`config.mk`:
```
export PLATFORM = sky130hd
export DESIGN_NAME = seg_desc_loader
export DESIGN_NICKNAME = d
export VERILOG_FILES = /design/src/rtl/sdl_pkg.sv /design/src/rtl/sdl_sel_decode.sv /design/src/rtl/sdl_fetch_fsm.sv /design/src/rtl/sdl_desc_cache.sv /design/src/rtl/seg_desc_loader.sv
export SDC_FILE = /design/constraint.sdc
export NUM_CORES = 1
export LEC_CHECK = 0
export ABC_CLOCK_PERIOD_IN_PS = 6500
export BUFFER_PORTS_ARGS = -buffer_cell sky130_fd_sc_hd__buf_4
export CELL_PAD_IN_SITES_DETAIL_PLACEMENT = 2
export CELL_PAD_IN_SITES_GLOBAL_PLACEMENT = 2
export CORE_MARGIN = 2
export CORE_UTILIZATION = 38
export CTS_BUF_LIST = sky130_fd_sc_hd__clkbuf_8
export DETAILED_ROUTE_END_ITERATION = 10
export PLACE_DENSITY_LB_ADDON = 0.25
export RECOVER_POWER = 100
export SLEW_MARGIN = 20
export SYNTH_ARGS = -nofsm -noshare
export SYNTH_HDL_FRONTEND = slang
export SYNTH_HIERARCHICAL = 1
export SYNTH_SLANG_ARGS = --single-unit
```
`constraint.sdc`:
```
create_clock -name clk -period 6.5 [get_ports clk]
set_clock_uncertainty 0.05 [all_clocks]
set_input_delay 1.625 -clock clk [delete_from_list [all_inputs] [get_ports clk]]
set_output_delay 1.625 -clock clk [all_outputs]
set_load 0.02 [all_outputs]
```
`src/rtl/sdl_pkg.sv`:
```
package sdl_pkg;
   localparam int DBASE_W = 24;
   localparam int DLIM_W  = 16;
   localparam int SEL_W   = 16;

   typedef enum logic [2:0] {
      ST_IDLE, ST_W0, ST_W1, ST_W2, ST_W3, ST_CHK
   } fetch_st_t;

   typedef enum logic [1:0] {
      RES_OK, RES_GP, RES_NP
   } load_res_t;

   // access byte, most significant bit first
   typedef struct packed {
      logic       present;
      logic [1:0] dpl;
      logic       app_type;
      logic       exec;
      logic       dir_conf;
      logic       wr_rd;
      logic       touched;
   } acc_byte_t;

   function automatic load_res_t judge_desc(input acc_byte_t ab, input logic [1:0] lvl);
      logic bad_type;
      bad_type = !ab.app_type || (ab.exec && !ab.wr_rd);
      if (bad_type || (ab.dpl < lvl))
         return RES_GP;
      else if (!ab.present)
         return RES_NP;
      else
         return RES_OK;
   endfunction
endpackage

```
`src/rtl/sdl_sel_decode.sv`:
```
module sdl_sel_decode #(
   parameter int ADDR_W = 24
) (
   input  logic [12:0]       idx,
   input  logic              ti,
   input  logic [ADDR_W-1:0] gdt_base,
   input  logic [15:0]       gdt_limit,
   input  logic [ADDR_W-1:0] ldt_base,
   input  logic [15:0]       ldt_limit,
   output logic              is_null,
   output logic              over_limit,
   output logic [ADDR_W-1:0] desc_addr
);
   localparam int OFF_W = 16;

   logic [OFF_W-1:0] offset;
   logic [OFF_W:0]   last_byte;
   logic [15:0]      tbl_limit;
   logic [ADDR_W-1:0] tbl_base;

   always_comb begin
      offset     = {idx, 3'b000};
      last_byte  = {1'b0, offset} + 17'd7;
      tbl_limit  = ti ? ldt_limit : gdt_limit;
      tbl_base   = ti ? ldt_base  : gdt_base;
      over_limit = last_byte > {1'b0, tbl_limit};
      is_null    = (idx == 13'd0) && !ti;
      desc_addr  = tbl_base + ADDR_W'(offset);
   end
endmodule

```
`src/rtl/sdl_fetch_fsm.sv`:
```
module sdl_fetch_fsm
   import sdl_pkg::*;
#(
   parameter int ADDR_W = 24
) (
   input  logic               clk,
   input  logic               rst_n,
   input  logic               start,
   input  logic [ADDR_W-1:0]  start_addr,
   input  logic [1:0]         start_cpl,
   output logic               mem_req,
   output logic [ADDR_W-1:0]  mem_addr,
   input  logic [15:0]        mem_rdata,
   input  logic               mem_ack,
   output logic               busy,
   output logic               fin,
   output load_res_t          fin_res,
   output logic [DBASE_W-1:0] d_base,
   output logic [DLIM_W-1:0]  d_limit,
   output acc_byte_t          d_ar
);
   fetch_st_t         st, st_nx;
   logic [ADDR_W-1:0] addr_q;
   logic [1:0]        cpl_q;
   logic [15:0]       lim_q;
   logic [15:0]       blo_q;
   logic [7:0]        bhi_q;
   acc_byte_t         ar_q;
   logic [3:0]        word_off;

   always_comb begin
      mem_req  = 1'b0;
      word_off = 4'd0;
      unique case (st)
         ST_W0: begin mem_req = 1'b1; word_off = 4'd0; end
         ST_W1: begin mem_req = 1'b1; word_off = 4'd2; end
         ST_W2: begin mem_req = 1'b1; word_off = 4'd4; end
         ST_W3: begin mem_req = 1'b1; word_off = 4'd6; end
         default: ;
      endcase
      mem_addr = addr_q + ADDR_W'(word_off);
   end

   always_comb begin
      st_nx = st;
      unique case (st)
         ST_IDLE: if (start)   st_nx = ST_W0;
         ST_W0:   if (mem_ack) st_nx = ST_W1;
         ST_W1:   if (mem_ack) st_nx = ST_W2;
         ST_W2:   if (mem_ack) st_nx = ST_W3;
         ST_W3:   if (mem_ack) st_nx = ST_CHK;
         ST_CHK:               st_nx = ST_IDLE;
         default:              st_nx = ST_IDLE;
      endcase
   end

   always_ff @(posedge clk or negedge rst_n) begin
      if (!rst_n) begin
         st     <= ST_IDLE;
         addr_q <= '0;
         cpl_q  <= '0;
         lim_q  <= '0;
         blo_q  <= '0;
         bhi_q  <= '0;
         ar_q   <= '0;
      end else begin
         st <= st_nx;
         if (st == ST_IDLE && start) begin
            addr_q <= start_addr;
            cpl_q  <= start_cpl;
         end
         if (mem_ack) begin
            unique case (st)
               ST_W0: lim_q <= mem_rdata;
               ST_W1: blo_q <= mem_rdata;
               ST_W2: begin
                  bhi_q <= mem_rdata[7:0];
                  ar_q  <= acc_byte_t'(mem_rdata[15:8]);
               end
               default: ;
            endcase
         end
      end
   end

   assign busy    = (st != ST_IDLE);
   assign fin     = (st == ST_CHK);
   assign fin_res = judge_desc(ar_q, cpl_q);
   assign d_base  = {bhi_q, blo_q};
   assign d_limit = lim_q;
   assign d_ar    = ar_q;
endmodule

```
`src/rtl/sdl_desc_cache.sv`:
```
module sdl_desc_cache
   import sdl_pkg::*;
#(
   parameter int NUM_SEG = 4,
   localparam int SEG_W  = (NUM_SEG > 1) ? $clog2(NUM_SEG) : 1
) (
   input  logic                       clk,
   input  logic                       rst_n,
   input  logic                       wr_en,
   input  logic [SEG_W-1:0]           wr_idx,
   input  logic [SEL_W-1:0]           wr_sel,
   input  logic [DBASE_W-1:0]         wr_base,
   input  logic [DLIM_W-1:0]          wr_limit,
   input  logic [7:0]                 wr_ar,
   input  logic                       inv_en,
   input  logic [SEG_W-1:0]           inv_idx,
   output logic [NUM_SEG-1:0]         valid_o,
   output logic [NUM_SEG*SEL_W-1:0]   sel_o,
   output logic [NUM_SEG*DBASE_W-1:0] base_o,
   output logic [NUM_SEG*DLIM_W-1:0]  limit_o,
   output logic [NUM_SEG*8-1:0]       ar_o
);
   for (genvar i = 0; i < NUM_SEG; i++) begin : g_ent
      logic               v_q;
      logic [SEL_W-1:0]   s_q;
      logic [DBASE_W-1:0] b_q;
      logic [DLIM_W-1:0]  l_q;
      logic [7:0]         a_q;

      always_ff @(posedge clk or negedge rst_n) begin
         if (!rst_n) begin
            v_q <= 1'b0;
            s_q <= '0;
            b_q <= '0;
            l_q <= '0;
            a_q <= '0;
         end else if (inv_en && inv_idx == SEG_W'(i)) begin
            v_q <= 1'b0;
            s_q <= '0;
            b_q <= '0;
            l_q <= '0;
            a_q <= '0;
         end else if (wr_en && wr_idx == SEG_W'(i)) begin
            v_q <= 1'b1;
            s_q <= wr_sel;
            b_q <= wr_base;
            l_q <= wr_limit;
            a_q <= wr_ar;
         end
      end

      assign valid_o[i]                     = v_q;
      assign sel_o[i*SEL_W +: SEL_W]        = s_q;
      assign base_o[i*DBASE_W +: DBASE_W]   = b_q;
      assign limit_o[i*DLIM_W +: DLIM_W]    = l_q;
      assign ar_o[i*8 +: 8]                 = a_q;
   end
endmodule

```
`src/rtl/seg_desc_loader.sv`:
```
module seg_desc_loader
   import sdl_pkg::*;
#(
   parameter int NUM_SEG = 4,
   parameter int ADDR_W  = 24,
   localparam int SEG_W  = (NUM_SEG > 1) ? $clog2(NUM_SEG) : 1
) (
   input  logic                       clk,
   input  logic                       rst_n,
   input  logic                       ld_valid,
   output logic                       ld_ready,
   input  logic [15:0]                ld_sel,
   input  logic [SEG_W-1:0]           ld_seg,
   input  logic [1:0]                 cpl,
   input  logic [ADDR_W-1:0]          gdt_base,
   input  logic [15:0]                gdt_limit,
   input  logic [ADDR_W-1:0]          ldt_base,
   input  logic [15:0]                ldt_limit,
   output logic                       mem_req,
   output logic [ADDR_W-1:0]          mem_addr,
   input  logic [15:0]                mem_rdata,
   input  logic                       mem_ack,
   output logic                       done,
   output logic                       fault,
   output logic                       fault_np,
   input  logic [SEG_W-1:0]           use_seg,
   output logic                       use_fault,
   output logic [NUM_SEG-1:0]         seg_valid,
   output logic [NUM_SEG*24-1:0]      seg_base,
   output logic [NUM_SEG*16-1:0]      seg_limit,
   output logic [NUM_SEG*8-1:0]       seg_ar
);
   if (NUM_SEG < 2 || (1 << SEG_W) != NUM_SEG) begin : g_bad_nseg
      $error("NUM_SEG must be a power of two of at least 2");
   end
   if (ADDR_W < DBASE_W) begin : g_bad_addr
      $error("ADDR_W must cover the descriptor base width");
   end

   logic              is_null, over_limit;
   logic [ADDR_W-1:0] desc_addr;
   logic              accept, same_hit, start;
   logic              fsm_busy, fin;
   load_res_t         fin_res;
   logic [DBASE_W-1:0] d_base;
   logic [DLIM_W-1:0]  d_limit;
   acc_byte_t          d_ar;
   logic [SEG_W-1:0]   seg_q;
   logic [SEL_W-1:0]   sel_q;
   logic [NUM_SEG*SEL_W-1:0] sel_flat;
   logic               done_q, fault_q, np_q;

   sdl_sel_decode #(.ADDR_W(ADDR_W)) u_dec (
      .idx        (ld_sel[15:3]),
      .ti         (ld_sel[2]),
      .gdt_base   (gdt_base),
      .gdt_limit  (gdt_limit),
      .ldt_base   (ldt_base),
      .ldt_limit  (ldt_limit),
      .is_null    (is_null),
      .over_limit (over_limit),
      .desc_addr  (desc_addr)
   );

   assign ld_ready = !fsm_busy;
   assign accept   = ld_valid && ld_ready;
   assign same_hit = seg_valid[ld_seg] && (sel_flat[ld_seg*SEL_W +: SEL_W] == ld_sel);
   assign start    = accept && !is_null && !over_limit && !same_hit;

   sdl_fetch_fsm #(.ADDR_W(ADDR_W)) u_fsm (
      .clk        (clk),
      .rst_n      (rst_n),
      .start      (start),
      .start_addr (desc_addr),
      .start_cpl  (cpl),
      .mem_req    (mem_req),
      .mem_addr   (mem_addr),
      .mem_rdata  (mem_rdata),
      .mem_ack    (mem_ack),
      .busy       (fsm_busy),
      .fin        (fin),
      .fin_res    (fin_res),
      .d_base     (d_base),
      .d_limit    (d_limit),
      .d_ar       (d_ar)
   );

   always_ff @(posedge clk or negedge rst_n) begin
      if (!rst_n) begin
         seg_q   <= '0;
         sel_q   <= '0;
         done_q  <= 1'b0;
         fault_q <= 1'b0;
         np_q    <= 1'b0;
      end else begin
         if (start) begin
            seg_q <= ld_seg;
            sel_q <= ld_sel;
         end
         done_q  <= (accept && (is_null || over_limit || same_hit)) || fin;
         fault_q <= (accept && !is_null && over_limit) || (fin && fin_res != RES_OK);
         np_q    <= fin && (fin_res == RES_NP);
      end
   end

   sdl_desc_cache #(.NUM_SEG(NUM_SEG)) u_cache (
      .clk      (clk),
      .rst_n    (rst_n),
      .wr_en    (fin && fin_res == RES_OK),
      .wr_idx   (seg_q),
      .wr_sel   (sel_q),
      .wr_base  (d_base),
      .wr_limit (d_limit),
      .wr_ar    (d_ar),
      .inv_en   (accept && is_null),
      .inv_idx  (ld_seg),
      .valid_o  (seg_valid),
      .sel_o    (sel_flat),
      .base_o   (seg_base),
      .limit_o  (seg_limit),
      .ar_o     (seg_ar)
   );

   assign done      = done_q;
   assign fault     = fault_q;
   assign fault_np  = np_q;
   assign use_fault = !seg_valid[use_seg];
endmodule

```
==> results of run 1 <==
-- layer usage --
metal	part of all wire (%)	wire (microns)	vias to the layer above	global-route usage, %
li1	-	-	6437	-
met1	39	26100	7623	32.8
met2	51	34400	393	51.0
met3	5.8	3880	146	7.02
met4	3.6	2380	4	11.3
met5	0.039	26	-	0
-- critical path, cell delays in order --
cell,delay [ns]
clkbuf_1,0.52
or4_1,0.71
nor4_1,0.52
and2_0,0.31
and3b_1,1.06
clkbuf_2,1.14
a21oi_1,0.18
-- through the flow --
step	power (mW)	area (sq um)	worst slack [ns]	hold slack, ns	utilization, %
finish	9.69	20300	0.749	0.465	45.9
global route	10.3	20300	0.579	0.488	45.9
CTS	10.4	21300	1.11	0.474	48.0
detailed placement	8.05	20000	1.14	0.454	45.0
global placement	7.83	20000	1.21	0.449	45.0
floorplan	6.12	17100	1.11	0.417	-
-- worst paths after layout --
check | from | end | slack, ns
hold reg to reg | u_fsm/addr_q[0] | u_fsm/addr_q[0] | 0.47
setup reg to reg | u_fsm/d_ar[6] | u_cache/g_ent[2].b_q[15] | 1.02
setup / recovery | ld_sel[2] | u_cache/g_ent[1].s_q[13] | 0.75
max in group asynchronous | rst_n | u_cache/g_ent[3].a_q[2] | 1.42
hold / removal | u_fsm/addr_q[0] | u_fsm/addr_q[0] | 0.47
min in group asynchronous | rst_n | sel_q[2] | 1.51
-- flip-flops by register name, summed over array words and instances, names as in the netlist --
name / count
u_cache/g_ent.b_q: 96
u_cache/g_ent.v_q: 4
u_fsm/blo_q: 16
u_fsm/bhi_q: 8
fault: 1
u_fsm/st: 3
u_fsm/cpl_q: 2
seg_q: 2
sel_q: 16
u_cache/g_ent.l_q: 64
u_fsm/d_limit: 16
fault_np: 1
u_fsm/addr_q: 24
u_fsm/d_ar: 8
done: 1
u_cache/g_ent.s_q: 64
u_cache/g_ent.a_q: 32
-- report_power, final --
group,internal (mW),switching (mW),total [mW]
logic,1.19,2.07,3.25
clock network,1.22,1.02,2.24
registers,3.20,0.998,4.20
total,5.61,4.08,9.69
-- area by class of cell --
class / count / share of cell area [%]
clock buffers: 82 / 5.55
clock inverters: 33 / 1.01
inverters: 16 / 0.295
multi-input cells: 1235 / 35.8
flip-flops and latches: 358 / 44.1
well taps: 592 / 3.64
repair buffers: 368 / 9.63
-- kinds of logic (layout without fill, tap and decap cells) --
| group | count (synthesis) | in the layout | share of synthesized area [%] |
|---|---|---|---|
| compound gates | 338 | 338 | 10.6 |
| xor+xnor | 58 | 58 | 2.97 |
| simple gates | 653 | 653 | 16.2 |
| buf+inv | 129 | 499 | 4.46 |
| fa+ha+maj | 31 | 31 | 2.36 |
| flops | 358 | 358 | 52.5 |
| mux | 155 | 155 | 10.9 |
-- placed cells by master (no fill, tap or decap), types with 4 or more instances in the layout --
master	instances
nand2_1	533
dfrtp_1	358
a21oi_1	280
clkbuf_1	229
buf_4	130
mux2_2	91
clkbuf_8	82
mux2i_1	38
xnor2_1	36
inv_1	36
nor2_1	29
ha_1	29
xor2_1	22
o21ai_0	18
mux2_1	18
nand4_1	15
nand3_1	14
nor2b_1	9
mux4_2	8
a211oi_1	8
clkinv_2	6
and3_1	6
a21o_1	6
nor4_1	5
nand2b_1	5
nor3_1	4
nand3b_1	4
and3b_1	4
clkbuf_2	4
==> impl_metrics.ini, run 1 <==
[global_route]
grt.total_usage_pct = 28.6
grt-ovfl-total = 0
grt_pass1_wl_microns = 102000
antenna_found_initial = 2
grt_start_max_net_pins = 128
grt_pass1_vias = 16700

[sta]
drv_slew = 292
slew_headroom_pct = -83.4
post-route-period-util_pct = 88.5
hold_viol_final = 0
fin_tns_setup_ns = 0
max_freq_mhz = 174
setup_viol = 0
fin_crit_ns = 5.75
rsz0062_at_grt = false
worst_pin_slew_ns = 2.73

[clocking]
insertion_delay_ns = 0.63
cts_buffer_depth = 3
ctsResizeCount = 0
cts_hold_buf = 0
numCtsBuffers = 67
cts.clk_slew.worst_paths_ns = 0.06
cts_setup_buffers = 0
tritoncts = yes
htreeDepth = 3
cts.sinks = 358
root_buffer = clkbuf_8

[final_layout]
area_delta_synth_final_pct = 19.0
layout.nets = 2199
layout.area.seq_sq_um = 8960
finalNonFillerCells = 2684
multi_input_area_sq_um = 7270
layout-drive-gt1-share_pct = 16.5
antenna_cells = 0
n_fill_cell = 4967

[drt]
drt-initial-drc-count = 720
avgRoutedWirePerCell_microns = 24.9
drt_pass1_iterations = 4
ant_nets = 0
totalWireLength_microns = 66800
vias = 14600
drc = 0
viasPerCell = 5.44

[yosys]
synth_area_sq_um = 17100
yosysMostFrequentCell = nand2_1
synth.net_count = 1875
syn_inst = 1722
syn_area_per_cell_sq_um = 9.92
synth-edff-count = 0
ys_types = 70
yosysWarnings = 6
async_reset_ff_share_pct = 100
synth.area.top_cells = dfrtp_1 (52%), nand2_1 (12%), a21oi_1 (8.2%)
yosysSeqAreaShare_pct = 52.5
synthFlopType = dfrtp_1
synth_top_area_cell = dfrtp_1
ys_ff_latch = 358
synth_top_area_share_pct = 52.5
synth_commonest_cells = nand2_1 (533), dfrtp_1 (358), a21oi_1 (280), mux2_2 (91), buf_2 (45)

[floorplan]
initial_core_util_pct = 38.5
io_pins = 348
rows = 77
core_area_sq_um = 44300
die_area_sq_um = 46600
die_w_microns = 216
fp.dieH_microns = 216

[worst_setup_path]
cp.arrival_ns = 6.13
cp_max_fo = 43
crit_required_ns = 6.88
crit_type = in2reg
cp-start-kind = primary input
reg2regPathDepth = 9
end_kind = flip-flop

[power]
p_per_area_nw_per_um2 = 477
p_leak_nw = 9.04
ir_drop_uv = 239

[placement]
dpl.hpwl_microns = 43500
placed_cells = 2565
gp_congestion = 0.845
port_buffers = 347

[min_path]
min_path_type = reg2reg
hold_depth = 1

[flow_run]
maxCapViolations = 7

[status]
failed_checks = max-capacitance violations, max-slew violations
status = complete, but fails checks
(Power assumes the default switching activity.)
==> inputs of run 2 (changes only) <==
Settings changed: ABC_CLOCK_PERIOD_IN_PS 6500 to 5650, CORE_MARGIN 2 to 5, CORE_UTILIZATION 38 to 35, PLACE_DENSITY_LB_ADDON 0.25 to 0.1.
Clock period 6.5 ns to 5.65 ns, I/O delays scaled along.
==> run 2 against run 1 <==
Net effect: the flow still finishes with violations (max-capacitance violations, max-slew violations); worst setup slack got worse by 0.38 ns; critical path depth rose by 2; global-route usage down 3.9 points; sequential power increased by 14%; cell count increased by 1.4%; count of clock-buffer cells in the layout increased by 3; utilization shrank 4.0 points; register-to-register slack worse by 0.43 ns; sequential share of layout area fell by 0.057 points; die area grew 14%; critical path type unchanged; highest routed layer unchanged.
==> impl_metrics.ini, run 2 (synthesis results as in run 1) <==
[status]
status = complete, but fails checks
failed_checks = max-capacitance violations, max-slew violations

[clocking]
cts.sinks = 358
insertion_delay_ns = 0.63
numCtsBuffers = 68
ctsResizeCount = 0
root_buffer = clkbuf_8
cts_buffer_depth = 3
htreeDepth = 3
cts_hold_buf = 0
cts_setup_buffers = 0
cts.clk_slew.worst_paths_ns = 0.05
tritoncts = yes

[power]
power.switching_mw = 4.59
comb_power_share_pct = 33.5
power_mw = 11.0
p_leak_nw = 9.06
p_per_area_nw_per_um2 = 543
switching_share_pct = 41.6
intPower_mw = 6.45
clkPwrFrac_pct = 23.1
seq_power_share_pct = 43.5
ir_drop_uv = 239

[drt]
drt-initial-drc-count = 501
drc = 0
avgRoutedWirePerCell_microns = 24.5
viasPerCell = 5.31
vias = 14400
drt_pass1_iterations = 4
totalWireLength_microns = 66800
ant_nets = 0

[global_route]
grt.met3_usage_pct = 7.11
grt_start_max_net_pins = 117
grt.total_usage_pct = 24.6
grt_util_met2_pct = 44.2
grt_pass1_vias = 16600
grt-ovfl-total = 0
grt_pass1_wl_microns = 102000
busiest_layer = met2
antenna_found_initial = 2
grtUsageMet1_pct = 28.7

[worst_setup_path]
crit_required_ns = 6.05
end_kind = flip-flop
cp-start-kind = primary input
crit_type = in2reg
reg2regPathDepth = 9
cp_max_fo = 22
cp.arrival_ns = 5.68

[final_layout]
multi_input_area_sq_um = 7280
reg.largest.list = u_cache/g_ent.b_q x96, u_cache/g_ent.l_q x64, u_cache/g_ent.s_q x64
final_common_cell = nand2_1
layout.nets = 2206
layout-drive-gt1-share_pct = 16.5
n_fill_cell = 5529
regMostFlops = u_cache/g_ent.b_q
area_delta_synth_final_pct = 19.2
layout.area.seq_sq_um = 8960
utilization_pct = 41.8
largest_reg_flops = 96
mostFrequentLayoutCells = nand2_1 (533), dfrtp_1 (358), a21oi_1 (280)
finalNonFillerCells = 2722

[flow_run]
maxCapViolations = 5

[sta]
fin_tns_setup_ns = 0
slew_headroom_pct = -106
fin_crit_ns = 5.28
whs_ns = 0.468
rsz0062_at_grt = false
post-route-period-util_pct = 93.5
worst_pin_slew_ns = 3.07
hold_viol_final = 0
drv_slew = 285
setup_viol = 0
max_freq_mhz = 189

[placement]
placed_cells = 2604
port_buffers = 347
gp_congestion = 0.790
dpl.hpwl_microns = 45100

[floorplan]
fp.dieH_microns = 231
core_area_sq_um = 48600
io_pins = 348
rows = 81
initial_core_util_pct = 35.1
die_w_microns = 231
die_area_sq_um = 53300

[min_path]
hold_depth = 1
min_path_type = reg2reg
==> run 2: changes by cell type in the layout (fill, tap and decap cells not counted), moves of 2 or more <==
| cell | delta |
|---|---|
| clkbuf_1 | +6 |
| inv_1 | +2 |
| mux2_1 | -2 |
| clkbuf_2 | +3 |
| clkinvlp_4 | -2 |
| clkbuf_8 | +3 |
| mux2_4 | +3 |
==> run 2: path summary, 6_finish.rpt <==
| kind | startpoint | slack, ns | to |
|---|---|---|---|
| max | ld_sel[2] | 0.37 | u_cache/g_ent[2].l_q[2] |
| min | u_fsm/cpl_q[0] | 0.47 | u_fsm/cpl_q[0] |
| max reg2reg | u_fsm/d_ar[6] | 0.59 | u_cache/g_ent[1].b_q[6] |
| min reg2reg | u_fsm/cpl_q[0] | 0.47 | u_fsm/cpl_q[0] |
| max in group asynchronous | rst_n | 1.20 | u_fsm/d_ar[1] |
| min in group asynchronous | rst_n | 1.45 | sel_q[1] |
==> run 2: area by class of cell <==
cell class	count	area share (%)
Antenna cell	1	0.0123
Clock buffer	85	5.75
Clock inverter	31	0.812
Inverter	16	0.295
Multi-Input combinational cell	1235	35.8
Sequential cell	358	44.0
Tap cell	622	3.82
Timing Repair Buffer	374	9.50
==> run 2: routing by layer <==
| metal | vias to the layer above | part of all wire [%] |
|---|---|---|
| met5 | - | 0.019 |
| met4 | 2 | 2.7 |
| met3 | 99 | 6.3 |
| met2 | 352 | 51 |
| met1 | 7522 | 40 |
| li1 | 6468 | - |
==> run 2: power by group through the flow <==
| stage | Combinational [mW] | Clock [mW] | Sequential (mW) |
|---|---|---|---|
| 2_1_floorplan | 1.93 | 0 | 5.11 |
| 3_3_place_gp | 4.23 | 0 | 4.83 |
| 3_5_place_dp | 4.39 | 0 | 4.88 |
| 4_1_cts | 4.42 | 2.63 | 4.86 |
| 5_1_grt | 4.04 | 2.75 | 4.96 |
| 6_report | 3.69 | 2.55 | 4.80 |
==> run 2: critical path, stage by stage <==
cell and delay [ns]:
buf_4 0.21, clkbuf_1 0.41, or4_1 0.62, nor4_1 0.54, and2_0 0.31, nand2_1 0.11, nor2_2 1.00, clkbuf_1 0.93
a21oi_1 0.11
==> run 2: per-stage QoR <==
stage,setup WS [ns],cell area (sq um)
6_report,0.365,20400
5_1_grt,0.193,20400
4_1_cts,0.424,21400
3_5_place_dp,0.660,20100
3_3_place_gp,0.735,20100
2_1_floorplan,0.477,17100
